### config.mk
export PLATFORM = sky130hd
export DESIGN_NAME = ring_tlb
export DESIGN_NICKNAME = d
export VERILOG_FILES = /design/src/rtl/tlb_pkg.sv /design/src/rtl/tlb_ring_reg.sv /design/src/rtl/tlb_way.sv /design/src/rtl/tlb_resolve.sv /design/src/rtl/ring_tlb.sv
export SDC_FILE = /design/constraint.sdc
export NUM_CORES = 2
export LEC_CHECK = 0
export BUFFER_PORTS_ARGS = -buffer_cell sky130_fd_sc_hd__buf_2
export CORE_MARGIN = 3
export CORE_UTILIZATION = 49
export DETAILED_ROUTE_END_ITERATION = 10
export PLACE_DENSITY = 0.72
export SYNTH_ARGS = -nofsm -noshare
export SYNTH_HDL_FRONTEND = slang
export SYNTH_SLANG_ARGS = --single-unit
### constraint.sdc
create_clock -name clk -period 7.24 [get_ports clk]
set_clock_uncertainty 0.1 [all_clocks]
set_input_delay 0 -clock clk [delete_from_list [all_inputs] [get_ports clk]]
set_output_delay 0 -clock clk [all_outputs]
set_load 0.01 [all_outputs]
### src/rtl/tlb_pkg.sv
// Shared types and decode helpers for the ring-qualified TLB.
// Assumes 32-bit virtual and physical addresses and four rings.
package tlb_pkg;

    typedef struct packed {
        logic [31:0] vpn;
        logic [31:0] ppn;
        logic [7:0]  asid;
        logic [3:0]  attr;
    } tlb_entry_t;

    typedef enum logic [5:0] {
        CAUSE_NONE      = 6'd0,
        CAUSE_I_MISS    = 6'd16,
        CAUSE_I_MULTI   = 6'd17,
        CAUSE_I_PRIV    = 6'd18,
        CAUSE_I_DENY    = 6'd20,
        CAUSE_D_MISS    = 6'd24,
        CAUSE_D_MULTI   = 6'd25,
        CAUSE_D_PRIV    = 6'd26,
        CAUSE_LD_DENY   = 6'd28,
        CAUSE_ST_DENY   = 6'd29
    } cause_e;

    // Rights of an attribute as {read, write, execute}.
    function automatic logic [2:0] attr_rights(input logic [3:0] attr);
        logic [2:0] r;
        r = 3'b000;
        if (attr < 4'd12)
            r = {1'b1, attr[1], attr[0]};
        else if (attr == 4'd13)
            r = 3'b110;
        return r;
    endfunction

    // Ring of an identifier as {found, ring}; the lowest matching byte wins.
    function automatic logic [2:0] asid_ring(input logic [7:0] asid, input logic [31:0] rasid);
        logic [2:0] r;
        r = 3'b000;
        for (int i = 3; i >= 0; i--)
            if (asid != 8'h00 && rasid[8*i +: 8] == asid)
                r = {1'b1, 2'(i)};
        return r;
    endfunction

endpackage

### src/rtl/tlb_ring_reg.sv
// Ring identifier register: one identifier per ring, ring i in byte i.
// Assumes software writes arrive as whole words; byte 0 is always forced to 0x01.
module tlb_ring_reg (
    input  logic        clk,
    input  logic        rst_n,
    input  logic        we,
    input  logic [31:0] wdata,
    output logic [31:0] rasid
);

    // Holds the four ring identifiers.
    always_ff @(posedge clk) begin
        if (!rst_n)
            rasid <= 32'h0403_0201;
        else if (we)
            rasid <= {wdata[31:8], 8'h01};
    end


    rasid_write_chk: assert property (@(posedge clk) disable iff (!rst_n)
        we |=> rasid == {$past(wdata[31:8]), 8'h01});


    rasid_hold_chk: assert property (@(posedge clk) disable iff (!rst_n)
        !we |=> $stable(rasid));

endmodule

### src/rtl/tlb_way.sv
// One way of translation entries: direct-indexed storage, write and
// invalidate, and a combinational lookup of the indexed entry.
// Assumes LARGE selects the variable large-page variant driven by sz;
// entries flagged in FIXED keep their reset mapping for ever.
module tlb_way
    import tlb_pkg::*;
#(
    parameter int          IDX_W = 2,
    parameter bit          LARGE = 1'b0,
    parameter logic [63:0] FIXED = 64'd0
) (
    input  logic        clk,
    input  logic        rst_n,
    input  logic [1:0]  sz,
    input  logic [31:0] rasid,
    input  logic        wr_en,
    input  logic [31:0] wr_vaddr,
    input  logic [31:0] wr_pte,
    input  logic        inv_en,
    input  logic [31:0] inv_vaddr,
    input  logic [31:0] lk_vaddr,
    output logic        lk_hit,
    output logic [1:0]  lk_ring,
    output logic [31:0] lk_paddr,
    output logic [3:0]  lk_attr
);

    localparam int N          = 1 << IDX_W;
    localparam int BASE_SHIFT = LARGE ? 20 : 12;

    tlb_entry_t        ent [N];
    logic [31:0]       mask;
    logic [4:0]        shamt;
    logic [IDX_W-1:0]  wr_idx, inv_idx, lk_idx;
    logic [7:0]        wr_asid;
    tlb_entry_t        sel;
    logic [2:0]        ring_f;

    // Page mask and index position for this variant.
    always_comb begin
        mask  = LARGE ? (32'hFFF0_0000 << {sz, 1'b0}) : 32'hFFFF_F000;
        shamt = LARGE ? (5'd20 + {2'b00, sz, 1'b0}) : 5'd12;
    end

    // Entry indices of the three address inputs.
    always_comb begin
        wr_idx  = IDX_W'(wr_vaddr >> shamt);
        inv_idx = IDX_W'(inv_vaddr >> shamt);
        lk_idx  = IDX_W'(lk_vaddr >> shamt);
        wr_asid = 8'(rasid >> {wr_pte[5:4], 3'b000});
    end

    // Entry storage: reset, write, invalidate; fixed entries never change.
    always_ff @(posedge clk) begin
        for (int e = 0; e < N; e++) begin
            if (!rst_n) begin
                if (FIXED[e]) begin
                    ent[e].vpn  <= 32'(e) << BASE_SHIFT;
                    ent[e].ppn  <= 32'(e) << BASE_SHIFT;
                    ent[e].asid <= 8'h01;
                    ent[e].attr <= 4'h3;
                end else begin
                    ent[e] <= '0;
                end
            end else if (!FIXED[e]) begin
                if (wr_en && int'(wr_idx) == e) begin
                    ent[e].vpn  <= wr_vaddr & mask;
                    ent[e].ppn  <= wr_pte & mask;
                    ent[e].asid <= wr_asid;
                    ent[e].attr <= wr_pte[3:0];
                end else if (inv_en && int'(inv_idx) == e) begin
                    ent[e].asid <= 8'h00;
                end
            end
        end
    end

    // Compare the indexed entry and qualify it by the ring register.
    always_comb begin
        sel      = ent[lk_idx];
        ring_f   = asid_ring(sel.asid, rasid);
        lk_hit   = (sel.vpn == (lk_vaddr & mask)) && (sel.asid != 8'h00) && ring_f[2];
        lk_ring  = ring_f[1:0];
        lk_paddr = sel.ppn | (lk_vaddr & ~mask);
        lk_attr  = sel.attr;
    end


    inv_clear_chk: assert property (@(posedge clk) disable iff (!rst_n)
        (inv_en && !(wr_en && wr_idx == inv_idx) && !FIXED[inv_idx])
        |=> ent[$past(inv_idx)].asid == 8'h00);


    fixed_keep_chk: assert property (@(posedge clk) disable iff (!rst_n)
        (wr_en && FIXED[wr_idx]) |=> ent[$past(wr_idx)] == $past(ent[wr_idx]));

endmodule

### src/rtl/tlb_resolve.sv
// Combines per-way hits into one response: hit counting, privilege and
// rights checks, cause selection, then a single output register.
// Assumes at most one way is meant to hit; more is reported as an error.
module tlb_resolve
    import tlb_pkg::*;
#(
    parameter int NW    = 5,
    parameter int WAY_W = 3
) (
    input  logic                  clk,
    input  logic                  rst_n,
    input  logic                  req_valid,
    input  logic [1:0]            req_kind,
    input  logic [1:0]            req_priv,
    input  logic [NW-1:0]         hit,
    input  logic [NW-1:0][1:0]    ring_v,
    input  logic [NW-1:0][31:0]   paddr_v,
    input  logic [NW-1:0][3:0]    attr_v,
    output logic                  rsp_valid,
    output logic                  rsp_ok,
    output logic [5:0]            rsp_cause,
    output logic [31:0]           rsp_paddr,
    output logic [WAY_W-1:0]      rsp_way,
    output logic [1:0]            rsp_ring
);

    logic [WAY_W-1:0] sel;
    logic             is_fetch, is_store, granted;
    logic [2:0]       rights;
    cause_e           cause_n;
    logic [WAY_W-1:0] way_n;
    logic [1:0]       ring_n;
    logic [31:0]      paddr_n;

    // Pick the lowest hitting way and judge the access against it.
    always_comb begin
        sel = '0;
        for (int w = NW - 1; w >= 0; w--)
            if (hit[w]) sel = WAY_W'(w);
        is_fetch = req_kind[1];
        is_store = ~req_kind[1] & req_kind[0];
        rights   = attr_rights(attr_v[sel]);
        granted  = is_fetch ? rights[0] : (is_store ? rights[1] : rights[2]);
        way_n    = '0;
        ring_n   = '0;
        paddr_n  = '0;
        if ($countones(hit) == 0) begin
            cause_n = is_fetch ? CAUSE_I_MISS : CAUSE_D_MISS;
        end else if ($countones(hit) > 1) begin
            cause_n = is_fetch ? CAUSE_I_MULTI : CAUSE_D_MULTI;
        end else begin
            way_n  = sel;
            ring_n = ring_v[sel];
            if (ring_v[sel] < req_priv)
                cause_n = is_fetch ? CAUSE_I_PRIV : CAUSE_D_PRIV;
            else if (!granted)
                cause_n = is_fetch ? CAUSE_I_DENY : (is_store ? CAUSE_ST_DENY : CAUSE_LD_DENY);
            else begin
                cause_n = CAUSE_NONE;
                paddr_n = paddr_v[sel];
            end
        end
    end

    // Response register: one cycle after the request.
    always_ff @(posedge clk) begin
        if (!rst_n) begin
            rsp_valid <= 1'b0;
            rsp_ok    <= 1'b0;
            rsp_cause <= '0;
            rsp_paddr <= '0;
            rsp_way   <= '0;
            rsp_ring  <= '0;
        end else begin
            rsp_valid <= req_valid;
            rsp_ok    <= req_valid && (cause_n == CAUSE_NONE);
            rsp_cause <= req_valid ? cause_n : CAUSE_NONE;
            rsp_paddr <= req_valid ? paddr_n : '0;
            rsp_way   <= req_valid ? way_n : '0;
            rsp_ring  <= req_valid ? ring_n : '0;
        end
    end


    rsp_latency_chk: assert property (@(posedge clk) disable iff (!rst_n)
        req_valid |=> rsp_valid);


    rsp_idle_chk: assert property (@(posedge clk) disable iff (!rst_n)
        !req_valid |=> !rsp_valid);


    multi_hit_chk: assert property (@(posedge clk) disable iff (!rst_n)
        (req_valid && $countones(hit) > 1)
        |=> (!rsp_ok && (rsp_cause == 6'd17 || rsp_cause == 6'd25)));


    miss_chk: assert property (@(posedge clk) disable iff (!rst_n)
        (req_valid && hit == '0) |=> (!rsp_ok && rsp_paddr == 32'd0));


    priv_ok_chk: assert property (@(posedge clk) disable iff (!rst_n)
        req_valid |=> (!rsp_ok || rsp_ring >= $past(req_priv)));

endmodule

### src/rtl/ring_tlb.sv
// Top of the ring-qualified TLB: small-page ways, one large-page way,
// the ring register, the large-page size field and the response stage.
// Assumes the large way is numbered directly after the small ways.
module ring_tlb
    import tlb_pkg::*;
#(
    parameter int          SMALL_WAYS  = 4,
    parameter int          SMALL_IDX_W = 2,
    parameter int          LARGE_IDX_W = 2,
    parameter logic [63:0] LARGE_FIXED = 64'h8,
    parameter int          NW          = SMALL_WAYS + 1,
    parameter int          WAY_W       = $clog2(NW)
) (
    input  logic              clk,
    input  logic              rst_n,
    input  logic              req_valid,
    input  logic [31:0]       req_vaddr,
    input  logic [1:0]        req_kind,
    input  logic [1:0]        req_priv,
    input  logic              wr_en,
    input  logic [WAY_W-1:0]  wr_way,
    input  logic [31:0]       wr_vaddr,
    input  logic [31:0]       wr_pte,
    input  logic              inv_en,
    input  logic [WAY_W-1:0]  inv_way,
    input  logic [31:0]       inv_vaddr,
    input  logic              rasid_we,
    input  logic [31:0]       rasid_wdata,
    input  logic              cfg_we,
    input  logic [1:0]        cfg_wdata,
    output logic              rsp_valid,
    output logic              rsp_ok,
    output logic [5:0]        rsp_cause,
    output logic [31:0]       rsp_paddr,
    output logic [WAY_W-1:0]  rsp_way,
    output logic [1:0]        rsp_ring
);

    logic [31:0]          rasid;
    logic [1:0]           sz;
    logic [NW-1:0]        hit;
    logic [NW-1:0][1:0]   ring_v;
    logic [NW-1:0][31:0]  paddr_v;
    logic [NW-1:0][3:0]   attr_v;

    // Large-page size field.
    always_ff @(posedge clk) begin
        if (!rst_n)
            sz <= 2'd0;
        else if (cfg_we)
            sz <= cfg_wdata;
    end

    tlb_ring_reg u_ring (
        .clk   (clk),
        .rst_n (rst_n),
        .we    (rasid_we),
        .wdata (rasid_wdata),
        .rasid (rasid)
    );

    for (genvar w = 0; w < NW; w++) begin : g_way
        localparam bit IS_LARGE = (w == SMALL_WAYS);
        tlb_way #(
            .IDX_W (IS_LARGE ? LARGE_IDX_W : SMALL_IDX_W),
            .LARGE (IS_LARGE),
            .FIXED (IS_LARGE ? LARGE_FIXED : 64'd0)
        ) u_way (
            .clk       (clk),
            .rst_n     (rst_n),
            .sz        (sz),
            .rasid     (rasid),
            .wr_en     (wr_en && wr_way == WAY_W'(w)),
            .wr_vaddr  (wr_vaddr),
            .wr_pte    (wr_pte),
            .inv_en    (inv_en && inv_way == WAY_W'(w)),
            .inv_vaddr (inv_vaddr),
            .lk_vaddr  (req_vaddr),
            .lk_hit    (hit[w]),
            .lk_ring   (ring_v[w]),
            .lk_paddr  (paddr_v[w]),
            .lk_attr   (attr_v[w])
        );
    end

    tlb_resolve #(
        .NW    (NW),
        .WAY_W (WAY_W)
    ) u_resolve (
        .clk       (clk),
        .rst_n     (rst_n),
        .req_valid (req_valid),
        .req_kind  (req_kind),
        .req_priv  (req_priv),
        .hit       (hit),
        .ring_v    (ring_v),
        .paddr_v   (paddr_v),
        .attr_v    (attr_v),
        .rsp_valid (rsp_valid),
        .rsp_ok    (rsp_ok),
        .rsp_cause (rsp_cause),
        .rsp_paddr (rsp_paddr),
        .rsp_way   (rsp_way),
        .rsp_ring  (rsp_ring)
    );

endmodule

==> qor.csv <==
stage;metric;value;unit
run;drv_cap;0;
clocking;cts_sinks;1010;
worst_setup_path;setup.worst_path.end_class;flip-flop;
timing;setup_viol;0;
power;power.total;13400;uW
power;swShare;24.5;%
synthesis;yosysTopAreaCell;edfxtp_1;
global_routing;antenna_found_initial;11;
status;status;finished clean;
clocking;cts-root-buf;clkbuf_16;
timing;hold_viol;0;
timing;slew_headroom;10.2;%
cells_and_area;drive_gt1_share;18.6;%
timing;maxSlewViolCount;0;
synthesis;synth-seq-cells;1010;
clocking;postCtsSetupBuffers;0;
worst_setup_path;regToRegStartpoint;sz[0];
clocking;numCtsBuffers;100;
clocking;cts_resized;0;
timing;min_period_over_period;87.6;%
drt;drt_iter0_drc;4272;
synthesis;synth_area;48700;um2
worst_setup_path;worstPathMaxFanout;26;
timing;finalSetupTns;0;ns
worst_hold_path;hold_path_end;g_way[3].u_way.ent[3][8];
timing;min_period;6.34;ns
global_routing;grt_max_degree;113;
global_routing;grt_pass1_vias;32756;
cells_and_area;area_delta_synth_final;14.1;%
synthesis;yosysMostFrequentCell;edfxtp_1;
drt;firstDrtPassIters;5;
clocking;ctsHoldBuffers;168;
worst_setup_path;startpoint_type;flip-flop;
clocking;cts_tree;yes;
synthesis;synth-simple-area-share;16.2;%
place;place.gp.congestion;0.962;
synthesis;synth-edff-count;940;
worst_setup_path;critPathRequiredTime;7.68;ns
power;p_seq_share;50.4;%
synthesis;netlist.area_leader.share;58.0;%
power;powerDensity;242;nW/um2
drt;viasPerCell;6.39;
die;fp.dieW;321;um
clocking;htreeDepth;3;
die;initial_core_util;49.5;%
place;place.port_buffers;174;
worst_setup_path;reg2reg_to;u_resolve.rsp_cause[1];
power;power.internal;10200;uW
clocking;clk_latency;0.70;ns
timing;worst_pin_slew;1.34;ns
worst_setup_path;crit_type;reg2reg;
worst_setup_path;reg2reg_slack;0.90;ns
drt;drt-total-wl;146;mm
timing;rsz0062_at_grt;no;
clocking;clkTransAtPathRegs;0.07;ns
die;io_pins;224;
synthesis;synth_top_family_by_area;simple AND/OR/NAND/NOR gates;
drt;ant_nets;0;
synthesis;synth-xor-area-share;3.38;%
global_routing;grt_first_pass_wirelength;214;mm
synthesis;synthFlopType;edfxtp_1;
synthesis;yosys-top-cells-count;edfxtp_1 (940), and3_1 (705), nor2_1 (302), clkbuf_1 (285), mux4_2 (200);
synthesis;ys_warn_count;0;
power;clkPwrFrac;38.6;%
global_routing;track_usage;27.8;%
synthesis;synthCells;3601;
power;ir_drop;0.189;mV
synthesis;synth-compound-area-share;4.14;%
synthesis;post_synth_num_cell_types;95;
worst_hold_path;min_from;inv_way[0];
cells_and_area;final_nets;3970;
die;num_rows;115;
die;fp.coreArea;98400;um2
die;die-height;321;um
synthesis;ys_seq_area_share;60.8;%
synthesis;synth.avg_cell_area;13.5;um2
cells_and_area;post-route-util;56.5;%
cells_and_area;n_fill_cell;7576;
global_routing;grt_overflow_total;0;
synthesis;synth-adder-area-share;0.211;%
place;place_hpwl;85.2;mm
synthesis;synthArstFlopShare;0;%
synthesis;synth.area.mux_share;11.7;%
drt;drc;0;
worst_setup_path;arrival;6.78;ns
worst_hold_path;worstHoldPathCells;3;
synthesis;yosys-top-cells-area;edfxtp_1 (58%), mux4_2 (9.2%), and3_1 (9.1%);
timing;timing.fmax;158;MHz
worst_setup_path;rr_worst_depth;15;
power;p_switching;3290;uW
drt;num_vias;32998;
power;leakagePower;0.0216;uW
die;die_area;103000;um2
drt;post_drt_wl_per_cell;28.2;um
worst_hold_path;hold_path.class;in2reg;
power;p_comb_share;10.9;%
clocking;clockBufferDepth;3;
-- power groups by stage --
stage / registers (uW) / logic, uW / clock network (uW)
2_1_floorplan: 6850 / 915 / 0
3_3_place_gp: 6890 / 1330 / 0
3_5_place_dp: 6900 / 1350 / 0
4_1_cts: 6780 / 1440 / 5220
5_1_grt: 6810 / 1540 / 5450
6_report: 6780 / 1470 / 5190
-- metrics by stage --
stage / setup slack, ns / hold WS [ns] / cell area (um2) / instances
after CTS: 1.00 / 0.00595 / 55500 / 5154
after global placement: 0.967 / 0.133 / 50600 / 4801
final: 0.898 / 0.0316 / 55600 / 5164
after floorplan: 2.21 / 0.0289 / 48800 / 3621
after detailed placement: 0.911 / 0.140 / 50600 / 4801
after global routing: 0.616 / 0.0362 / 55500 / 5159
-- area by class of cell --
type,count,area (um2),share of cell area [%]
clock inverters,53,526,0.946
clock buffers,132,2730,4.91
flip-flops and latches,1010,29600,53.3
diodes,10,25.0,0.0450
repair buffers,417,3170,5.71
inverters,51,191,0.345
multi-input cells,2204,17700,31.8
well taps,1287,1610,2.90
-- per-layer routing --
metal / share of wire [%] / track usage, % / up-vias / routed length (um)
met5: 0 / 0 / - / 0
met4: 4.1 / 10.8 / 0 / 5980
met3: 12 / 5.56 / 366 / 16900
met2: 47 / 44.7 / 2144 / 68400
met1: 37 / 37.6 / 16436 / 54200
li1: - / - / 14052 / -
-- sequential cells by signal, indices dropped and copies added, names as in the netlist --
name	flops
g_way.u_way.ent	940
u_resolve.rsp_ring	2
u_resolve.rsp_way	3
u_ring.rasid	24
u_resolve.rsp_cause	5
u_resolve.rsp_valid	1
u_resolve.rsp_paddr	32
u_resolve.rsp_ok	1
sz	2
-- cells by family after synthesis --
group           Yosys count
other cells               1
simple gates           1398
xor+xnor                188
mux                     314
flops                  1010
fa+ha+maj                 7
buf+inv                 407
compound gates          276
-- how the worst max path moves through the flow --
stage                             start                      end  depth (start not counted)
after floorplan           req_vaddr[12]  u_resolve.rsp_paddr[22]                         22
after CTS                         sz[0]   u_resolve.rsp_cause[1]                         15
after detailed placement  req_vaddr[12]  u_resolve.rsp_paddr[23]                         20
after global placement    req_vaddr[12]  u_resolve.rsp_paddr[12]                         20
final                             sz[0]   u_resolve.rsp_cause[1]                         15
after global routing              sz[0]   u_resolve.rsp_cause[1]                         16
-- critical path: stages, from the launching register on --
cell and delay, ns:
dfxtp_1 0.55, mux4_2 0.88, nor2b_2 0.54, buf_4 0.40, a22o_1 0.31, xnor2_1 0.10
nor4_2 0.26, a21oi_2 0.17, a2111oi_4 0.85, o21ai_0 0.23, ha_1 0.33, nor2_1 0.06
a41oi_4 0.26, dlygate4sd3_1 0.59, nor2_1 0.04, dlygate4sd3_1 0.55
-- layout by cell type, fill, tap and decap left out, types with 29 or more instances in the layout --
cell / n
edfxtp_1: 940
and3_1: 704
nor2_1: 295
mux4_2: 200
xnor2_1: 181
buf_2: 172
dlygate4sd3_1: 168
nand2_1: 110
clkbuf_16: 103
mux2i_1: 74
buf_4: 72
dfxtp_1: 70
a21oi_1: 67
inv_1: 48
nand4_1: 47
nor3_1: 35
mux2_2: 35
and2_1: 34
nor3_2: 29
No activity file was read; power rests on OpenSTA's default activity.
